$ cat src/rtl/i2c_cond_mon.sv
module i2c_cond_mon #(
  parameter int SYNC_STAGES = 2
) (
  input  logic clk,
  input  logic rst_n,
  input  logic enable,
  input  logic irq_en,
  input  logic irq_clr,
  input  logic scl_in,
  input  logic sda_in,
  output logic start_seen,
  output logic stop_seen,
  output logic bus_free,
  output logic irq_flag,
  output logic irq,
  output logic start_evt,
  output logic rstart_evt,
  output logic stop_evt
);

  localparam int LAST = SYNC_STAGES - 1;

  logic [LAST:0] scl_sync, sda_sync;
  logic          scl_prev, sda_prev;
  logic          scl_now, sda_now;
  logic          start_det, stop_det;

  generate
    if (SYNC_STAGES == 1) begin : g_sync1
      always_ff @(posedge clk or negedge rst_n)
        if (!rst_n) begin
          scl_sync <= '1;
          sda_sync <= '1;
        end else begin
          scl_sync <= scl_in;
          sda_sync <= sda_in;
        end
    end else begin : g_syncn
      always_ff @(posedge clk or negedge rst_n)
        if (!rst_n) begin
          scl_sync <= '1;
          sda_sync <= '1;
        end else begin
          scl_sync <= {scl_sync[LAST-1:0], scl_in};
          sda_sync <= {sda_sync[LAST-1:0], sda_in};
        end
    end
  endgenerate

  assign scl_now = scl_sync[LAST];
  assign sda_now = sda_sync[LAST];

  always_ff @(posedge clk or negedge rst_n)
    if (!rst_n) begin
      scl_prev <= 1'b1;
      sda_prev <= 1'b1;
    end else begin
      scl_prev <= scl_now;
      sda_prev <= sda_now;
    end

  assign start_det = enable & scl_now & scl_prev &  sda_prev & ~sda_now;
  assign stop_det  = enable & scl_now & scl_prev & ~sda_prev &  sda_now;

  always_ff @(posedge clk or negedge rst_n)
    if (!rst_n) begin
      start_seen <= 1'b0;
      stop_seen  <= 1'b0;
      irq_flag   <= 1'b0;
      start_evt  <= 1'b0;
      rstart_evt <= 1'b0;
      stop_evt   <= 1'b0;
    end else begin
      start_evt  <= start_det;
      rstart_evt <= start_det & start_seen;
      stop_evt   <= stop_det;
      if (!enable) begin
        start_seen <= 1'b0;
        stop_seen  <= 1'b0;
        irq_flag   <= 1'b0;
      end else begin
        if (start_det) begin
          start_seen <= 1'b1;
          stop_seen  <= 1'b0;
        end else if (stop_det) begin
          start_seen <= 1'b0;
          stop_seen  <= 1'b1;
        end
        if (start_det | stop_det) irq_flag <= 1'b1;
        else if (irq_clr)         irq_flag <= 1'b0;
      end
    end

  assign bus_free = stop_seen | ~start_seen;
  assign irq      = irq_flag & irq_en;

endmodule

$ cat config.mk
export PLATFORM = sky130hd
export DESIGN_NAME = i2c_cond_mon
export DESIGN_NICKNAME = d
export VERILOG_FILES = /design/src/rtl/i2c_cond_mon.sv
export SDC_FILE = /design/constraint.sdc
export NUM_CORES = 1
export LEC_CHECK = 0
export ABC_AREA = 1
export BUFFER_PORTS_ARGS = -buffer_cell sky130_fd_sc_hd__buf_2
export CAP_MARGIN = 0
export CORE_AREA = 2 2 39 41
export CTS_CLUSTER_DIAMETER = 200
export DETAILED_ROUTE_END_ITERATION = 16
export DIE_AREA = 0 0 41 43
export PLACE_DENSITY = 0.63
export SETUP_SLACK_MARGIN = 0.15
export SLEW_MARGIN = 20
export SYNTH_ARGS = -nofsm -noshare
export SYNTH_HDL_FRONTEND = slang
export SYNTH_SLANG_ARGS = --single-unit
$ cat constraint.sdc
create_clock -name clk -period 2.3 [get_ports clk]
set_input_delay 0.69 -clock clk [delete_from_list [all_inputs] [get_ports clk]]
set_output_delay 0.69 -clock clk [all_outputs]
set_load 0.1 [all_outputs]
==> summary.md, run 1 <==
| Metric | Value |
|---|---|
| Design area | `552 um^2` |
| Via count | `288` |
| Post CTS Setup Buffer Count | `0` |
| # hold bufs at CTS | `0` |
| Root Driver | `clkbuf_4` |
| Final hold vios | `0` |
| Unique cell type count in the Yosys netlist | `11` |
| Clock Sinks | `12` |
| First-pass GRT wire length | `993 um` |
| Clock Path Buffers | `2` |
| Mapped Avg Cell Area | `11.1 um^2` |
| # resized after CTS | `0` |
| IO Count | `15` |
| H-tree lvl count | `1` |
| Largest net degree at the start of global routing | `13` |
| CTS Buf Count | `3` |
| HPWL after DPL | `455 um` |
| Core area | `1380 um^2` |
| Crit path depth | `2` |
| CP Launch Type | `register` |
| Crit path cell chain | `or2_2 > buf_2` |
| PortBufs | `14` |
| Die area | `1760 um^2` |
| Worst hold slack | `around 0.28 ns` |
| Headroom to the max-slew limit | `67.9%` |
| Global Route Usage Sum | `8.96%` |
| CP delay by family, top | `flip-flops` |
| GR Overflow Total | `0` |
| Netlist Area Pre-Place | `422 um^2` |
| Later-pin clock latency in the skew report | `0.27 ns` |
| Slowest cell on the critical path | `dfrtp_2` |
| Routed Antenna Nets | `0` |
| Flip-flop and latch count after synthesis | `12` |
| Post-Syn Nets | `45` |
| Final Core Density | `between 30% and 40%` |
| DR vias/cell | `4.00` |
| Fin. max-slew vios | `0` |
| N_diodes | `0` |
| Avg WL per Cell | `8.72 um` |
| Yosys warns | `0` |
| Tmin final | `1.95 ns` |
| Slew @ Worst Pin | `0.484 ns` |
| R2r endpoint | `stop_seen$_DFFE_PN0P_` |
| Worst slack, placed | `0.358 ns` |
| Worst EP arrival | `1.26 ns` |
| Row Count | `14` |
| Area post-placement | `515 um^2` |
| Setup violators final | `0` |
| Cells after synthesis | `38` |
| Buf/Inv on CP | `1` |
| Fillers | `150` |
| WP data required | `between 1.5 and 2 ns` |
| Max_cap viols | `0` |
| RSZ-0062 raised after global routing | `false` |
| Post-route setup slack | `0.354 ns` |
| Final Cycle Share | `84.6%` |
| Reg-to-reg slack, setup | `1.28 ns` |
| RR Startpoint | `scl_sync[1]$_DFF_PN1_` |
| Remaining DRCs | `0` |
| Chip height | `between 40 and 50 um` |
| Vias in the first global route | `252` |
| Worst path max stage delay | `0.41 ns` |
| PD cells | `798 nW/um^2` |
| Initial cell density of the core | `30.5%` |
| Leakage | `~0.3 nW` |
| Worst r2r path cells | `5` |
| Die width | `41 um` |
| Seq/Total Area, Yosys | `73.0%` |
| Clock transition at the registers of the reported paths | `roughly 0.070 ns` |
| Routed wire length | `628 um` |
| Run status | `complete, no violations` |
| Max Fclk | `0.514 GHz` |
| Crit Path Max Fanout | `3` |
| Initial antenna violation count | `0` |
| Pre-antenna DRT Iters | `3` |
| Placer Congestion | `0.622` |
| Non-filler cells, final | `72` |
| Nets@finish | `64` |
| P&R area growth vs syn | `30.9%` |
| Crit end category | `output pin` |
| CTS tree | `yes` |
| Worst Skew | `approximately 0.0015 ns` |
| VDD IR max | `0.243 mV` |
| CP Class | `reg2out` |
| Inst Count DP | `68` |
| Fin Setup TNS | `0 ns` |
| Share of cells above drive strength 1 | `55.4%` |
| Tot Pwr | `0.440 mW` |
| DR iter-0 viols | `4` |
| Hold Crit Class | `in2async` |
[cell families (layout without fill, tap and decap cells)]
logic type      Yosys count  in the layout  synth area share, %
buf+inv                   8             26                 7.12
flops                    12             12                 73.0
simple gates             16             16                 16.9
compound gates            2              2                 2.97
[cell usage in the layout (no fill, tap or decap)]
cell,netlist,layout
buf_2,0,14
inv_1,8,8
nand2_1,7,7
dfstp_2,6,6
nor2_1,4,4
clkbuf_4,0,3
dfrtp_2,0,3
dfrtp_1,6,3
nor2_2,2,2
nand2_2,1,1
nand3_1,1,1
or2_2,1,1
o21ai_0,1,1
o211ai_1,1,1
clkbuf_8,0,1
[Yosys cell counts]
master	n	area, um^2
nand2_1	7	26.3
inv_1	8	30.0
o211ai_1	1	7.51
dfrtp_1	6	150
nand2_2	1	6.26
nor2_1	4	15.0
nand3_1	1	5.00
nor2_2	2	12.5
o21ai_0	1	5.00
dfstp_2	6	158
or2_2	1	6.26
[worst max-delay path by stage]
stage | end | slack [ns] | from
5_1_grt | irq | 0.31 | irq_en
3_3_place_gp | irq | 0.37 | irq_en
6_report | bus_free | 0.35 | stop_seen$_DFFE_PN0P_
2_1_floorplan | irq | 0.24 | irq_flag$_DFFE_PN0P_
3_5_place_dp | irq | 0.36 | irq_en
4_1_cts | bus_free | 0.34 | stop_seen$_DFFE_PN0P_
[registers in the layout, summed over array words and instances (netlist names)]
signal and flops:
irq_flag 1, rstart_evt 1, scl_prev 1, scl_sync 2, sda_prev 1, sda_sync 2
start_evt 1, start_seen 1, stop_evt 1, stop_seen 1
[per-layer routing]
metal	up-vias	part of all wire (%)	global-route usage, %
met5	-	0	0
met4	0	3.2	8.00
met3	2	13	3.14
met2	17	42	12.2
met1	123	42	10.4
li1	146	-	-
[report_power, final]
group	switching, mW	leakage, nW	internal [mW]	total, mW
combinational	0.0383	0.139	0.00969	0.0480
clock	0.0692	0.0210	0.0963	0.166
sequential	0.00367	0.141	0.223	0.227
[final cells by class]
type / instances / area (um^2) / share of cell area, %
timing repair buffer: 14 / 70.1 / 12.7
sequential: 12 / 312 / 56.5
multi-input combinational: 18 / 83.8 / 15.2
inverter: 8 / 30.0 / 5.44
tap: 16 / 20.0 / 3.63
clock buffer: 4 / 36.3 / 6.58
Note: power is estimated with default switching activity, not from simulation.
==> run 2, diff against run 1 <==
--- a/config.mk
+++ b/config.mk
@@ -12,7 +12,7 @@
 export CTS_CLUSTER_DIAMETER = 200
 export DETAILED_ROUTE_END_ITERATION = 16
 export DIE_AREA = 0 0 41 43
-export PLACE_DENSITY = 0.63
+export PLACE_DENSITY = 0.65
 export SETUP_SLACK_MARGIN = 0.15
 export SLEW_MARGIN = 20
 export SYNTH_ARGS = -nofsm -noshare
==> constraint.sdc (replaced) <==
create_clock -name clk -period 1.7 [get_ports clk]
set_input_delay 0.51 -clock clk [delete_from_list [all_inputs] [get_ports clk]]
set_output_delay 0.51 -clock clk [all_outputs]
set_load 0.1 [all_outputs]
==> run 2 against run 1 <==
Against the previous run: cell area up 12%; utilization up 4.7 points; sequential share of layout area down 4.7 points; die area unchanged; via count up 3.1%; first-iteration DRC count down 25%; clock power up 35%; cell count unchanged; routed wire length up 7.8%; non-clock buffer count unchanged; count of clock-buffer cells in the layout unchanged; largest power group unchanged.
==> summary.md, run 2 (synthesis gave the netlist of run 1 again) <==
| Metric | Value |
|---|---|
| Most frequent cells in the layout | `8 x buf_2, 6 x inv_1, 6 x nand2_1, 6 x dfstp_2, 5 x clkbuf_4` |
| Routed Antenna Nets | `0 (unchanged)` |
| Tot Pwr | `0.608 mW (+38%)` |
| WP data required | `1.19 ns (-0.42 ns)` |
| RSZ-0062 raised after global routing | `true` |
| Avg WL per Cell | `9.40 um (+7.8%)` |
| Placer Congestion | `0.621 (-0.16%)` |
| Non-filler cells, final | `72 (unchanged)` |
| IO Count | `15 (unchanged)` |
| Remaining DRCs | `0 (unchanged)` |
| Max_cap viols | `0 (unchanged)` |
| Max Fclk | `roughly 0.6 GHz` |
| Leakage | `0.310 nW (+3.0%)` |
| Inst Count DP | `68 (unchanged)` |
| Later-pin clock latency in the skew report | `0.27 ns (about the same)` |
| Core area | `1380 um^2 (unchanged)` |
| Via count | `297 (+3.1%)` |
| PortBufs | `14 (unchanged)` |
| Root Driver | `clkbuf_4` |
| Setup violators final | `0 (unchanged)` |
| Hold Crit Class | `in2async` |
| Final hold vios | `0 (unchanged)` |
| N_diodes | `0 (unchanged)` |
| Worst Skew | `0.00217 ns (+0.000710 ns)` |
| PD cells | `986 nW/um^2 (+24%)` |
| P&R area growth vs syn | `46.3%` |
| Largest regs | `scl_sync: 2 flops, sda_sync: 2 flops` |
| Largest net degree at the start of global routing | `13 (unchanged)` |
| CTS tree | `yes` |
| Vias in the first global route | `267 (+6.0%)` |
| CP Launch Type | `register` |
| Share of cells above drive strength 1 | `60.7% (+5.4 points)` |
| Clock Sinks | `12 (unchanged)` |
| Initial cell density of the core | `30.5% (unchanged)` |
| Fin Setup TNS | `0 ns (unchanged)` |
| Routed wire length | `677 um (+7.8%)` |
| Die width | `41 um (unchanged)` |
| Clock transition at the registers of the reported paths | `0.08 ns (about the same)` |
| Most common cell after layout, fill and taps aside | `buf_2` |
| H-tree lvl count | `1 (unchanged)` |
| CTS Buf Count | `3 (unchanged)` |
| DR vias/cell | `4.13 (+3.1%)` |
| DR iter-0 viols | `3 (-1)` |
| GR Overflow Total | `0 (unchanged)` |
| HPWL after DPL | `497 um (+9.3%)` |
| Fin. max-slew vios | `0 (unchanged)` |
| Clock Path Buffers | `2 (unchanged)` |
| Run status | `complete, no violations` |
| Crit end category | `output pin` |
| Die area | `1760 um^2 (unchanged)` |
| Final Core Density | `44.6% (+4.7 points)` |
| Nets@finish | `64 (unchanged)` |
| Crit Path Max Fanout | `3 (unchanged)` |
| VDD IR max | `0.459 mV (+89%)` |
| Final Cycle Share | `97.8%` |
| Headroom to the max-slew limit | `67.9% (about the same)` |
| Global Route Usage Sum | `9.69% (+0.73 points)` |
| CP Class | `reg2out` |
| Chip height | `43 um (unchanged)` |
| Slew @ Worst Pin | `0.485 ns (+0.000148 ns)` |
| Post CTS Setup Buffer Count | `0 (unchanged)` |
| Pre-antenna DRT Iters | `3 (unchanged)` |
| Area post-placement | `567 um^2 (+10%)` |
| First-pass GRT wire length | `1.06 mm (+6.9%)` |
| Initial antenna violation count | `0 (unchanged)` |
| Row Count | `14 (unchanged)` |
| Worst EP arrival | `1.15 ns (-0.11 ns)` |
| Tmin final | `1.66 ns` |
| Design area | `617 um^2 (+12%)` |
| Worst r2r path cells | `5 (unchanged)` |
run 2: changes by cell type in the layout (fill, tap and decap cells not counted), sizes merged:
cell / change
clkbuf: +2
clkinvlp: +1
buf: -2
inv: -1
run 2: timing repair:
| action | in CTS | in global routing |
|---|---|---|
| hold buffers | 0 | 0 |
| endpoints found under the setup margin | 5 | 6 |
| resized for setup | 2 | 3 |
| pin swaps | 1 | 0 |
run 2: metal layers:
layer	track usage, %	vias to the layer above	part of all wire [%]	wire [um]
met4	8.00	0	0	0
li1	-	147	-	-
met5	0	-	0	0
met2	13.4	13	47	315
met3	4.71	0	10	69
met1	10.5	137	43	292
run 2: where the power goes:
| part | leakage, nW | switching, mW | internal, mW |
|---|---|---|---|
| clock network | 0.0210 | 0.0940 | 0.130 |
| registers | 0.140 | 0.00629 | 0.303 |
| logic | 0.149 | 0.0540 | 0.0210 |
| total | 0.310 | 0.154 | 0.454 |
run 2: worst max-delay path: stages, from the launching register on:
cell and delay, ns:
dfrtp_4 0.48, or2_4 0.24, buf_12 0.16
run 2: path summary, 6_finish.rpt:
kind / from / end / slack (ns)
max: stop_seen$_DFFE_PN0P_ / bus_free / 0.04
min: rst_n / stop_seen$_DFFE_PN0P_ / 0.1
max reg2reg: scl_sync[1]$_DFF_PN1_ / stop_seen$_DFFE_PN0P_ / 0.67
min reg2reg: scl_sync[0]$_DFF_PN1_ / scl_sync[1]$_DFF_PN1_ / 0.36
max in group asynchronous: rst_n / sda_sync[0]$_DFF_PN1_ / 1.34
min in group clk: sda_in / sda_sync[0]$_DFF_PN1_ / 0.33
run 2: cell type report:
type	count	area (um^2)
Tap cell	16	20.0
Multi-Input combinational cell	18	93.8
Timing Repair Buffer	14	114
Fill cell	139	767
Clock buffer	4	36.3
Sequential cell	12	319
Inverter	8	33.8
run 2: metrics by stage:
step,hold slack [ns],worst slack [ns]
finish,0.0953,0.0372
global route,0.118,0.00803
CTS,0.0988,0.0200
detailed placement,0.350,0.245
global placement,0.346,0.252
floorplan,0.214,0.0702
